**src/rtl/melody_pkg.sv**
```systemverilog
package melody_pkg;

  localparam int unsigned NOTE_W  = 4;
  localparam int unsigned PHASE_W = 2;
  localparam logic [NOTE_W-1:0] CODE_STOP  = 4'd1;
  localparam logic [NOTE_W-1:0] CODE_FIRST = 4'd2;
  localparam logic [NOTE_W-1:0] CODE_LAST  = 4'd13;

  typedef struct packed {
    logic              len_long;
    logic              oct_high;
    logic [NOTE_W-1:0] note;
  } mel_cmd_t;

  // Packed rows of 4-bit cycle counts, code 2 at the least significant nibble.
  localparam logic [47:0] PH0_CYC = {4'd14,4'd14,4'd13,4'd12,4'd11,4'd11,4'd10,4'd9,4'd9,4'd8,4'd8,4'd7};
  localparam logic [47:0] PH1_CYC = {4'd15,4'd14,4'd13,4'd13,4'd12,4'd11,4'd11,4'd10,4'd9,4'd9,4'd8,4'd8};
  localparam logic [47:0] PH2_CYC = {4'd15,4'd14,4'd13,4'd12,4'd12,4'd11,4'd10,4'd10,4'd9,4'd9,4'd8,4'd8};
  localparam logic [47:0] PH3_CYC = {4'd15,4'd14,4'd14,4'd13,4'd12,4'd11,4'd11,4'd10,4'd10,4'd9,4'd9,4'd8};

  function automatic logic note_is_tone(input logic [NOTE_W-1:0] n);
    return (n >= CODE_FIRST) && (n <= CODE_LAST);
  endfunction

  function automatic logic [3:0] phase_cycles(input logic [PHASE_W-1:0] ph,
                                              input logic [NOTE_W-1:0] n);
    logic [3:0]  col;
    logic [47:0] row;
    col = n - CODE_FIRST;
    case (ph)
      2'd0:    row = PH0_CYC;
      2'd1:    row = PH1_CYC;
      2'd2:    row = PH2_CYC;
      default: row = PH3_CYC;
    endcase
    if (!note_is_tone(n)) return 4'd0;
    return row[{col, 2'b00} +: 4];
  endfunction

endpackage

```
**src/rtl/melody_ctrl.sv**
```systemverilog
module melody_ctrl (
  input  logic       clk,
  input  logic       rst_n,
  input  logic       ctl_wr,
  input  logic [1:0] ctl_wdata,
  input  logic       set_stop,
  output logic       enable,
  output logic       stop_flag
);

  always_ff @(posedge clk or negedge rst_n) begin
    if (!rst_n) begin
      enable    <= 1'b0;
      stop_flag <= 1'b0;
    end else begin
      if (ctl_wr) begin
        enable <= ctl_wdata[0];
        if (ctl_wdata[1]) stop_flag <= 1'b0;
      end
      if (set_stop) stop_flag <= 1'b1;
    end
  end

  assert_stop_set_R4: assert property (@(posedge clk) disable iff (!rst_n)
    set_stop |=> stop_flag);

  assert_stop_clear_R9: assert property (@(posedge clk) disable iff (!rst_n)
    (ctl_wr && ctl_wdata[1] && !set_stop) |=> !stop_flag);

  assert_enable_hold_R9: assert property (@(posedge clk) disable iff (!rst_n)
    !ctl_wr |=> $stable(enable));

endmodule

```
**src/rtl/melody_tone.sv**
```systemverilog
module melody_tone
  import melody_pkg::*;
#(
  parameter int unsigned CNT_W = 5
) (
  input  logic              clk,
  input  logic              rst_n,
  input  logic              tick,
  input  logic              enable,
  input  logic [NOTE_W-1:0] note,
  input  logic              oct_high,
  output logic              tone_q
);

  logic [PHASE_W-1:0] phase;
  logic [CNT_W-1:0]   cnt;
  logic [CNT_W-1:0]   cnt_inc;
  logic [CNT_W-1:0]   thresh;
  logic [3:0]         base;
  logic               is_tone;

  always_comb begin
    is_tone = note_is_tone(note);
    base    = phase_cycles(phase, note);
    thresh  = oct_high ? CNT_W'({1'b0, base}) : CNT_W'({base, 1'b0});
    cnt_inc = cnt + CNT_W'(1);
  end

  always_ff @(posedge clk or negedge rst_n) begin
    if (!rst_n) begin
      phase  <= '0;
      cnt    <= '0;
      tone_q <= 1'b0;
    end else if (tick) begin
      if (is_tone) begin
        tone_q <= phase[0] & enable;
        if (cnt_inc >= thresh) begin
          cnt   <= '0;
          phase <= phase + PHASE_W'(1);
        end else begin
          cnt <= cnt_inc;
        end
      end else begin
        tone_q <= 1'b0;
      end
    end
  end

  assert_out_hold_R7: assert property (@(posedge clk) disable iff (!rst_n)
    !tick |=> $stable(tone_q));

  assert_muted_R7: assert property (@(posedge clk) disable iff (!rst_n)
    (tick && !enable) |=> !tone_q);

  assert_rest_hold_R3: assert property (@(posedge clk) disable iff (!rst_n)
    (tick && !is_tone) |=> ($stable(phase) && !tone_q));

  assert_phase_step_R5: assert property (@(posedge clk) disable iff (!rst_n)
    1'b1 |=> (phase == $past(phase) || phase == $past(phase) + PHASE_W'(1)));

endmodule

```
**src/rtl/melody_step.sv**
```systemverilog
module melody_step #(
  parameter int unsigned ADDR_W  = 8,
  parameter int unsigned DIV_W   = 8,
  parameter int unsigned TB_BITS = 7,
  parameter int unsigned STEP_W  = 5
) (
  input  logic              clk,
  input  logic              rst_n,
  input  logic              tick,
  input  logic [DIV_W-1:0]  div_val,
  input  logic              len_long,
  output logic [ADDR_W-1:0] addr
);

  localparam logic [STEP_W-1:0] MASK_LONG  = '1;
  localparam logic [STEP_W-1:0] MASK_SHORT = MASK_LONG >> 1;

  logic [STEP_W-1:0] step;
  logic [STEP_W-1:0] step_nxt;
  logic              tb_hit;
  logic [DIV_W-1:0]  div_unused;

  assign div_unused = div_val;
  assign tb_hit     = tick && (div_val[TB_BITS-1:0] == '0);
  assign step_nxt   = (step + STEP_W'(1)) & (len_long ? MASK_LONG : MASK_SHORT);

  always_ff @(posedge clk or negedge rst_n) begin
    if (!rst_n) begin
      step <= '0;
      addr <= '0;
    end else if (tb_hit) begin
      step <= step_nxt;
      if (step_nxt == '0) addr <= addr + ADDR_W'(1);
    end
  end

  assert_addr_inc_R8: assert property (@(posedge clk) disable iff (!rst_n)
    1'b1 |=> (addr == $past(addr) || addr == $past(addr) + ADDR_W'(1)));

  assert_addr_tb_R8: assert property (@(posedge clk) disable iff (!rst_n)
    !(tick && (div_val[TB_BITS-1:0] == '0)) |=> $stable(addr));

endmodule

```
**src/rtl/melody_seq.sv**
```systemverilog
module melody_seq
  import melody_pkg::*;
#(
  parameter int unsigned ADDR_W  = 8,
  parameter int unsigned DATA_W  = 8,
  parameter int unsigned DIV_W   = 8,
  parameter int unsigned TB_BITS = 7
) (
  input  logic              clk,
  input  logic              rst_n,
  input  logic              tick,
  input  logic [DIV_W-1:0]  div_val,
  input  logic              ctl_wr,
  input  logic [1:0]        ctl_wdata,
  output logic [1:0]        ctl_status,
  output logic [ADDR_W-1:0] rom_addr,
  input  logic [DATA_W-1:0] rom_data,
  output logic              tone_out
);

  localparam int unsigned CMD_W = $bits(mel_cmd_t);

  mel_cmd_t          cmd;
  logic [DATA_W-1:0] rom_unused;
  logic              enable;
  logic              stop_flag;
  logic              set_stop;

  assign rom_unused = rom_data;
  assign cmd        = mel_cmd_t'(rom_data[CMD_W-1:0]);
  assign set_stop   = tick && (cmd.note == CODE_STOP);
  assign ctl_status = {stop_flag, enable};

  melody_ctrl u_ctrl (
    .clk       (clk),
    .rst_n     (rst_n),
    .ctl_wr    (ctl_wr),
    .ctl_wdata (ctl_wdata),
    .set_stop  (set_stop),
    .enable    (enable),
    .stop_flag (stop_flag)
  );

  melody_tone #(.CNT_W(5)) u_tone (
    .clk      (clk),
    .rst_n    (rst_n),
    .tick     (tick),
    .enable   (enable),
    .note     (cmd.note),
    .oct_high (cmd.oct_high),
    .tone_q   (tone_out)
  );

  melody_step #(
    .ADDR_W  (ADDR_W),
    .DIV_W   (DIV_W),
    .TB_BITS (TB_BITS),
    .STEP_W  (5)
  ) u_step (
    .clk      (clk),
    .rst_n    (rst_n),
    .tick     (tick),
    .div_val  (div_val),
    .len_long (cmd.len_long),
    .addr     (rom_addr)
  );

  assert_stop_out_low_R4: assert property (@(posedge clk) disable iff (!rst_n)
    set_stop |=> !tone_out);

endmodule

```
**config.mk**
```make
export PLATFORM = sky130hd
export DESIGN_NAME = melody_seq
export DESIGN_NICKNAME = d
export VERILOG_FILES = /design/src/rtl/melody_pkg.sv /design/src/rtl/melody_ctrl.sv /design/src/rtl/melody_tone.sv /design/src/rtl/melody_step.sv /design/src/rtl/melody_seq.sv
export SDC_FILE = /design/constraint.sdc
export NUM_CORES = 1
export LEC_CHECK = 0
export ABC_AREA = 0
export BUFFER_PORTS_ARGS = -buffer_cell sky130_fd_sc_hd__buf_2
export CORE_MARGIN = 1
export CORE_UTILIZATION = 50
export DETAILED_ROUTE_END_ITERATION = 16
export GPL_ROUTABILITY_DRIVEN = 0
export HOLD_SLACK_MARGIN = 0.1
export PLACE_DENSITY_LB_ADDON = 0.3
export SKIP_LAST_GASP = 1
export SYNTH_ARGS = -nofsm -noshare
export SYNTH_HDL_FRONTEND = slang
export SYNTH_SLANG_ARGS = --single-unit
export TNS_END_PERCENT = 20
```
**constraint.sdc**
```tcl
create_clock -name clk -period 8.4 [get_ports clk]
set_clock_uncertainty 0.05 [all_clocks]
set_input_delay 0.84 -clock clk [delete_from_list [all_inputs] [get_ports clk]]
set_output_delay 0.84 -clock clk [all_outputs]
set_load 0.1 [all_outputs]
```
==> impl_metrics.env <==
export IMPL_outcome="finished, final reports clean"
export IMPL_gr_total_overflow=0
export IMPL_clock_path_buffers=2
export IMPL_post_route_period_util_pct=46.9
export IMPL_synth_cell_types=37
export IMPL_final_nets=215
export IMPL_place_inst=204
export IMPL_crit_type="input port to flop"
export IMPL_dr_pass1_iters=4
export IMPL_syn_num_nets=186
export IMPL_die_width_um=57.5
export IMPL_fmaxAchievable_mhz=254
export IMPL_syn_area_mm2=0.00154
export IMPL_cp_required_ps=8550
export IMPL_fill_cells=226
export IMPL_portBuffers=29
export IMPL_die_y_um=57.5
export IMPL_syn_instance_count=149
export IMPL_wl_met3_um=66
export IMPL_hold_viol_final=0
export IMPL_post_drt_wl_per_cell_um=13.0
export IMPL_layout_commonest_cell="buf_2"
export IMPL_synthFlopType="dfrtp_1"
export IMPL_slew_limit_headroom_pct=66.9
export IMPL_pin_count=33
export IMPL_ir_worst_vdd_mv=0.125
export IMPL_hold_slack_ps=430
export IMPL_drive_above_1_share_pct=24.3
export IMPL_num_rows=19
export IMPL_ff2ff_setup_slack_ps=5010
export IMPL_hp_class="input port to async pin"
export IMPL_drt_iter0_drc=83
export IMPL_r2r_start="u_tone.phase[0]$_DFFE_PN0P_"
export IMPL_power_frac_comb_pct=44.7
export IMPL_hold_buffers=0
export IMPL_fin_crit_ps=3940
export IMPL_htree_levels=1
export IMPL_power_switching_mw=0.137
export IMPL_postCtsSetupBuffers=0
export IMPL_cap_violations=0
export IMPL_highest_layer="met4"
export IMPL_cts_buffers=3
export IMPL_sequentialPowerShare_pct=41.2
export IMPL_cp_slowest_cell="ha_1"
export IMPL_crit_chain="buf_2 -> inv_1 -> ha_1 -> nor3b_1 -> o21ai_0 -> a221oi_1 -> mux2i_1 -> ha_1 -> a211oi_1 -> nor2_1 -> or3_1 -> nand2b_1 -> mux2_2"
export IMPL_cp_arrival_ps=4090
export IMPL_grt_use_total_pct=18.3
export IMPL_synth_warnings=0
export IMPL_fin_setup_tns_ps=0
export IMPL_drc=0
export IMPL_start_util_pct=54.4
export IMPL_num_vias=1183
export IMPL_r2r_end="u_tone.phase[1]$_DFFE_PN0P_"
export IMPL_cts_num_sinks=23
export IMPL_dp_hpwl_mm=2.17
export IMPL_p_int_mw=0.213
export IMPL_max_stage_delay_ps=430
export IMPL_grt_max_degree=24
export IMPL_slew_viol_final=0
export IMPL_clk_latency_ps=300
export IMPL_vias_per_cell=5.69
export IMPL_crit_top_cell="ha_1"
export IMPL_antenna_found_initial=0
export IMPL_synth_seq_cells=23
export IMPL_route_met2_wl_mm=1.40
export IMPL_cts_resized=0
export IMPL_syn_avg_cell_area_um2=10.3
export IMPL_mostFrequentLayoutCells="buf_2, dfrtp_1, xnor2_1, ha_1, nand3_1"
export IMPL_synthArstFlopShare_pct=100
export IMPL_cp_max_fo=9
export IMPL_grt_pass1_vias=1159
export IMPL_grt_pass1_wl_mm=4.75
export IMPL_final_cells=208
export IMPL_rsz0062_at_grt="no"
export IMPL_cp_end_kind="flop"
export IMPL_clk_root_buffer_cell="clkbuf_4"
export IMPL_ys_seq_area_share_pct=37.4
export IMPL_netSwitchingFraction_pct=39.1
export IMPL_diodes=0
export IMPL_cts_tree="yes"
export IMPL_wl_met1_mm=1.21
export IMPL_wl_mm=2.70
export IMPL_worstMarginPinSlew_ps=496
export IMPL_power_density_mw_per_mm2=203
export IMPL_path_clk_slew_ps=120
export IMPL_fin_ws_ps=4460
export IMPL_rr_worst_depth=12
export IMPL_p_clk_share_pct=14.1
export IMPL_setup_viol=0
export IMPL_report_power_total_mw=0.350
export IMPL_die_area_mm2=0.00330
export IMPL_post_place_ws_ps=4190
export IMPL_leakage_nw=0.863
export IMPL_start_kind="input port"
export IMPL_coreArea_mm2=0.00283
export IMPL_synth_enable_flop_cells=0
export IMPL_area_delta_synth_final_pct=11.9
export IMPL_drtAntennaViolNets=0
==> worst max path at each step <==
stage	slack (ps)	start	endpoint	depth (start not counted)
floorplan	4450	rom_data[1]	u_tone.phase[1]$_DFFE_PN0P_	14
global placement	4330	rom_data[1]	u_tone.phase[1]$_DFFE_PN0P_	13
detailed placement	4190	rom_data[1]	u_tone.phase[1]$_DFFE_PN0P_	13
CTS	4510	rom_data[1]	u_tone.phase[1]$_DFFE_PN0P_	13
global route	4140	rom_data[1]	u_tone.phase[1]$_DFFE_PN0P_	13
finish	4460	rom_data[1]	u_tone.phase[1]$_DFFE_PN0P_	13
==> kinds of logic after synthesis <==
group	synth area share, %
mux	6.34
xor+xnor	10.8
flops	37.4
buf+inv	3.33
fa+ha+maj	12.2
compound gates	10.8
simple gates	19.1
==> cells in the mapped netlist, types with 3 or more instances <==
cell	count	share of area, %
a21oi_1	5	1.6
a22o_1	4	2.3
and3_1	4	1.6
dfrtp_1	23	37
ha_1	15	12
inv_1	6	1.5
mux2_2	6	4.4
mux2i_1	3	2.0
nand2_1	7	1.7
nand2b_1	6	2.4
nand3_1	8	2.6
nand4_1	6	2.4
nor2_1	7	1.7
or3_1	3	1.2
xnor2_1	15	8.5
xor2_1	4	2.3
==> stage by stage <==
step | cell area [um2] | util (%)
2_1_floorplan | 1540 | -
3_3_place_gp | 1690 | 59.9
3_5_place_dp | 1690 | 59.9
4_1_cts | 1720 | 60.9
5_1_grt | 1720 | 60.9
6_report | 1720 | 60.9
==> worst max-delay path, delay by kind of cell <==
family | cells | cell delay [ps]
AO/OA/AOI/OAI | 3 | 780
adder cells (fa/ha/maj) | 2 | 750
multiplexers | 2 | 490
AND/OR/NAND/NOR | 4 | 940
buffers and inverters | 2 | 290
==> routing by layer <==
layer,global-route usage (%),up-vias
met4,6.97,0
met1,22.6,568
li1,-,596
met3,1.59,2
met5,0,-
met2,33.1,17
==> sequential cells by signal (all words and copies together), names as in the netlist <==
signal / cells
u_step.addr: 8
u_step.step: 5
u_tone.cnt: 5
u_tone.phase: 2
u_ctrl.enable: 1
u_ctrl.stop_flag: 1
u_tone.tone_q: 1
==> power groups by stage <==
| stage | clock network [mW] | logic (mW) | registers, mW |
|---|---|---|---|
| finish | 0.0493 | 0.157 | 0.144 |
| global placement | 0 | 0.147 | 0.145 |
| detailed placement | 0 | 0.157 | 0.147 |
| floorplan | 0 | 0.115 | 0.151 |
| CTS | 0.0513 | 0.158 | 0.145 |
| global route | 0.0559 | 0.177 | 0.147 |
==> area by class of cell <==
| type | instances | area, um2 | share of cell area (%) |
|---|---|---|---|
| Clock buffer | 3 | 22.5 | 1.31 |
| Sequential cell | 23 | 576 | 33.4 |
| Inverter | 6 | 22.5 | 1.31 |
| Tap cell | 31 | 38.8 | 2.25 |
| Multi-Input combinational cell | 115 | 912 | 53.0 |
| Timing Repair Buffer | 29 | 145 | 8.43 |
| Clock inverter | 1 | 5.00 | 0.291 |
Note: power is estimated with default switching activity, not from simulation.
